$ cat src/rtl/cas_sequencer.sv
module cas_sequencer #(
  parameter int ADDR_W = 32,
  parameter int DATA_W = 32
) (
  input  logic              clk,
  input  logic              rst_n,
  input  logic              req,
  input  logic [ADDR_W-1:0] addr,
  input  logic [DATA_W-1:0] cmp_val,
  input  logic [DATA_W-1:0] swap_val,
  output logic              busy,
  output logic              done,
  output logic [DATA_W-1:0] old_value,
  output logic              success,
  output logic              bus_cyc,
  output logic              bus_stb,
  output logic              bus_we,
  output logic [ADDR_W-1:0] bus_adr,
  output logic [DATA_W-1:0] bus_dat_w,
  input  logic [DATA_W-1:0] bus_dat_r,
  input  logic              bus_ack
);

  typedef enum logic [2:0] {S_IDLE, S_READ, S_CMP, S_WRITE, S_DONE} st_t;

  st_t st, st_nx;
  logic [ADDR_W-1:0] adr_q;
  logic [DATA_W-1:0] cmp_q, swp_q, old_q;
  logic              ok_q;

  always_comb begin
    st_nx = st;
    unique case (st)
      S_IDLE:  if (req) st_nx = S_READ;
      S_READ:  if (bus_ack) st_nx = S_CMP;
      S_CMP:   st_nx = (old_q == cmp_q) ? S_WRITE : S_DONE;
      S_WRITE: if (bus_ack) st_nx = S_DONE;
      S_DONE:  st_nx = S_IDLE;
      default: st_nx = S_IDLE;
    endcase
  end

  always_ff @(posedge clk) begin
    if (!rst_n) begin
      st    <= S_IDLE;
      adr_q <= '0;
      cmp_q <= '0;
      swp_q <= '0;
      old_q <= '0;
      ok_q  <= 1'b0;
    end else begin
      st <= st_nx;
      if (st == S_IDLE && req) begin
        adr_q <= addr;
        cmp_q <= cmp_val;
        swp_q <= swap_val;
      end
      if (st == S_READ && bus_ack) old_q <= bus_dat_r;
      if (st == S_CMP) ok_q <= (old_q == cmp_q);
    end
  end

  assign bus_cyc   = (st == S_READ) || (st == S_CMP) || (st == S_WRITE);
  assign bus_stb   = (st == S_READ) || (st == S_WRITE);
  assign bus_we    = (st == S_WRITE);
  assign bus_adr   = adr_q;
  assign bus_dat_w = swp_q;
  assign busy      = (st != S_IDLE);
  assign done      = (st == S_DONE);
  assign old_value = old_q;
  assign success   = ok_q;

endmodule


$ cat config.mk
export PLATFORM = sky130hd
export DESIGN_NAME = cas_sequencer
export DESIGN_NICKNAME = d
export VERILOG_FILES = /design/src/rtl/cas_sequencer.sv
export SDC_FILE = /design/constraint.sdc
export NUM_CORES = 1
export LEC_CHECK = 0
export BUFFER_PORTS_ARGS = -buffer_cell sky130_fd_sc_hd__buf_2
export CAP_MARGIN = 10
export CORE_ASPECT_RATIO = 0.8
export CORE_MARGIN = 2
export CORE_UTILIZATION = 40
export CTS_BUF_LIST = sky130_fd_sc_hd__clkbuf_4 sky130_fd_sc_hd__clkbuf_8
export DETAILED_ROUTE_END_ITERATION = 8
export GPL_ROUTABILITY_DRIVEN = 0
export PLACE_DENSITY = 0.76
export SYNTH_ARGS = -nofsm -noshare
export SYNTH_HDL_FRONTEND = slang
export SYNTH_SLANG_ARGS = --single-unit
$ cat constraint.sdc
create_clock -name clk -period 2.3 [get_ports clk]
set_input_delay 0.23 -clock clk [delete_from_list [all_inputs] [get_ports clk]]
set_output_delay 0.23 -clock clk [all_outputs]
set_load 0.1 [all_outputs]
== Word-level counts from Yosys, hierarchy flattened ==
Cells that the tools add are included.
Operators by class
  eq/ne operators: 8
  mux-type cells: 5
  reduce and logical (&&, ||, !) cells: 8
Operators with widths (number)
  32-bit equality test: 1
  3-bit 2-to-1 mux: 4
  3-bit case mux with 4 select lines: 1
  3-bit by 2-bit equality test with 1-bit output (second input constant): 2
  2-bit != test (second input constant): 2
  3-bit by 1-bit equality test with 1-bit output (second input constant): 1
  3-bit equality test (second input constant): 1
  3-bit zero test: 1
  1-bit logical OR: 3
  3-bit AND reduction: 1
  3-bit nonzero test: 1
  1-bit logical AND: 2
  2-bit by 1-bit != test with 1-bit output (second input constant): 1
Word-level totals
  bits in registers: 132
  input bits: 132
  logic and storage cells: 27

== Longest topological paths before layout ==
  depth in word-level cells: 3
  mapped depth: 7
  gate-level depth less buffers: 5

== Least setup slack after synthesis ==
Ideal clock, no wire load.
  kind: register to output
  start: register st[2]
  end: output port bus_we
  data arrival time: 2.015 ns
  data required time: 2.070 ns
  setup slack: 0.055 ns
  cell stages (with the launch flop): 3
  buffers on the path: 0
  cell sequence: dfxtp_1 > and2b_1 > and2_1
On the way
  cells in the longest elaborated chain, start to end: 1
RTL lines
  start, declared: line 26  | st_t st, st_nx;
  start signal, assigned: line 52  | st <= st_nx;
  3-bit by 2-bit equality test with 1-bit output: line 65  | assign bus_we = (st == S_WRITE);
  end, declared: line 17  | output logic bus_we,
Every way passes these cells.

== Final worst setup path ==
  start: register st[1]
  end: register adr_q[15] (netlist: bus_adr[15])
On the way
  cells in the longest elaborated chain, start to end: 2
RTL lines
  3-bit zero test: line 53  | if (st == S_IDLE && req) begin
  1-bit logical AND: line 53
  end signal, assigned: line 54  | adr_q <= addr;
  end, declared: line 27  | logic [ADDR_W-1:0] adr_q;
Every way passes these cells.
A chain may end at the register's enable or synchronous reset.

==> results by group <==
Worst setup path
  • Critical path's top delay family: simple AND/OR/NAND/NOR gates
  • FF-to-FF Start: st[1]
  • CP startpoint: st[1]
  • Slowest CP cell: or2_4
  • Worst path arrival time: 2220 ps
  • CP required: 2630 ps
  • CP Max Fanout: 96
  • Critical Path Source Type: flip-flop
  • Crit path buf inv count: 0
  • Critical Path, Cell by Cell: or3_4 -> or2_4 -> nand2_1 -> a21boi_0
  • Kind of critical path: reg2reg
  • CP max stage delay: 790 ps
  • Worst Setup End Kind: flip-flop

Global route
  • Initial antenna violation count: 2
  • GR Util All Layers: 19.7%
  • Vias in the first global route: 4582
  • Grt ovf: 0
  • Largest net degree at the start of global routing: 131
  • First-pass GRT wire length: 22200 um

Logic synthesis
  • Syn Inst Count: 627
  • Syn Area/Cell: 8.42 um^2
  • Synth cell types: 28
  • Syn_nets: 759
  • Seq cells post-synth: 132
  • Synth area leaders: dfxtp_1 (50%), nand2_1 (18%), a21boi_0 (13%), a21boi_1 (5.7%), xor2_1 (5.5%)
  • Leading area contributor after synthesis: dfxtp_1
  • Post-synth EDFFs: 0
  • Most used DFF post-synth: dfxtp_1
  • Post-Syn Area: 0.00528 mm^2
  • Synth warn: 0
  • Sequential fraction of the synthesis area: 50.0%
  • Synth top cells by count: nand2_1 (259), dfxtp_1 (132), a21boi_0 (88), a21boi_1 (40), xor2_1 (33)
  • Top-count cell post-synth: nand2_1
  • Synth top area share: 50.0%
  • Ys async rst share: 0%

Place
  • IO Port Bufs: 233
  • Post-DP Area: 0.00654 mm^2
  • Post-DP HPWL: 9850 um
  • Placed Instances: 998

STA
  • Final Hold Vio Count: 0
  • Worst slew margin: 27.5%
  • Clk_skew: 11.4 ps
  • Slew Limit Fails: 0
  • Highest clock rate: 528 MHz
  • Worst-Margin Slew: 1090 ps
  • Setup_tns: 0 ps
  • Unrepaired setup endpoints after global routing: false
  • Endpoints failing setup: 0
  • Tcrit/Tclk final: 82.3%
  • Fin crit period: 1890 ps

Flow run
  • Max-cap violations: 0

CTS
  • CTS Sinks: 132
  • CTS buffer count: 17
  • Clock root buffer: clkbuf_8
  • Hold Buf Count CTS: 0
  • CTS tree: done
  • PostCTS Resize Cnt: 0
  • Clk Latency, worst-skew pair: 420 ps
  • Max H-tree Level: 4
  • Post-CTS Setup Repair Bufs: 0
  • Worst-path clk slew: 80 ps
  • CTS Buffer Depth: 2

Die
  • Die X: 132 um
  • Row count: 37
  • # IOs: 234
  • Die H: 107 um
  • Core ar.: 0.0129 mm^2
  • Starting density of the core: 41.0%
  • Die area: 0.0141 mm^2

Cells and area
  • Area delta synth->final: 31.7%
  • Non-filler instance count after layout: 1030
  • Nets: 974
  • Final Cell Area: 0.00696 mm^2
  • Share of layout cells above drive strength 1: 32.2%

Power
  • Pwr/cell area: 856 mW/mm^2
  • Leak: 3.32 nW
  • Total power: 5.96 mW
  • Worst vdd ir: 0.556 mV

Detailed routing
  • WL per Instance: 13.7 um
  • DRT antenna net count: 0
  • Post-Route WL: 14100 um
  • Total number of vias: 4787
  • DR iter-0 viols: 257
  • DRC Markers: 0
  • Vias/cell: 4.65
  • DR pass1 iterations: 4

Hold path
  • Hold Path Origin: cmp_val[19]
  • Worst min path class: in2reg

Outcome
  • Outcome: finished clean
-- through the flow --
step	util [%]	hold slack [ps]	worst slack [ps]
floorplan	-	365	55.1
global placement	50.8	439	449
detailed placement	50.8	441	400
CTS	54.0	3.54	358
global route	54.0	13.2	190
finish	54.1	38.9	407
-- area by class of cell --
| cell class | count | area, um^2 |
|---|---|---|
| Antenna cell | 1 | 2.50 |
| Clock buffer | 19 | 262 |
| Clock inverter | 12 | 156 |
| Fill cell | 1282 | 5910 |
| Inverter | 2 | 7.51 |
| Multi-Input combinational cell | 451 | 2420 |
| Sequential cell | 132 | 2640 |
| Tap cell | 175 | 219 |
| Timing Repair Buffer | 238 | 1240 |
-- power by group --
group          internal [mW]  switching (mW)  total (mW)  leakage (nW)
logic                  0.316            1.10        1.42          2.04
clock network           1.12           0.909        2.03         0.200
registers               2.42          0.0823        2.50          1.08
total                   3.86            2.09        5.96          3.32
-- cells in the final DEF, fill, tap and decap left out, types with 2 or more instances in the layout --
master / netlist / routed
a21boi_0: 88 / 88
a21boi_1: 40 / 40
and2_1: 2 / 2
buf_12: 0 / 3
buf_2: 13 / 232
buf_4: 1 / 3
bufinv_16: 0 / 3
clkbuf_8: 0 / 19
clkinv_2: 0 / 2
clkinv_4: 0 / 3
clkinvlp_4: 0 / 4
dfxtp_1: 132 / 132
inv_1: 2 / 2
nand2_1: 259 / 259
nand3_1: 3 / 3
nor2_1: 3 / 3
nor3_1: 3 / 3
nor4_1: 7 / 7
xor2_1: 33 / 33
-- registers in the layout, summed over array words and instances, names as in the netlist --
register / cells
st: 3
bus_adr: 32
cmp_q: 32
success: 1
bus_dat_w: 32
old_value: 32
-- worst reg2reg max path: stages (launching register included) --
cell	delay (ps)
dfxtp_1	420
or3_4	180
or2_4	790
nand2_1	190
a21boi_0	230
-- cells by family (layout without fill, tap and decap cells) --
family,count (synthesis),count (layout),share of synthesized area [%]
simple gates,287,287,21.7
flops,132,132,50.0
compound gates,131,131,18.6
buf+inv,44,271,4.22
xor+xnor,33,33,5.47
other cells,0,1,0
-- metal layers --
metal  routed length, um  track usage, %
met1                6240            23.5
met5                  13               0
met3                1210            7.85
met2                6500            32.8
met4                 159            6.37
-- path summary, 6_finish.rpt --
kind            endpoint  slack (ps)  depth (start not counted)
max          bus_adr[15]         410                          4
min            cmp_q[19]          40                          3
max reg2reg  bus_adr[15]         410                          4
min reg2reg  bus_adr[10]         450                          2
(Power assumes the default switching activity.)
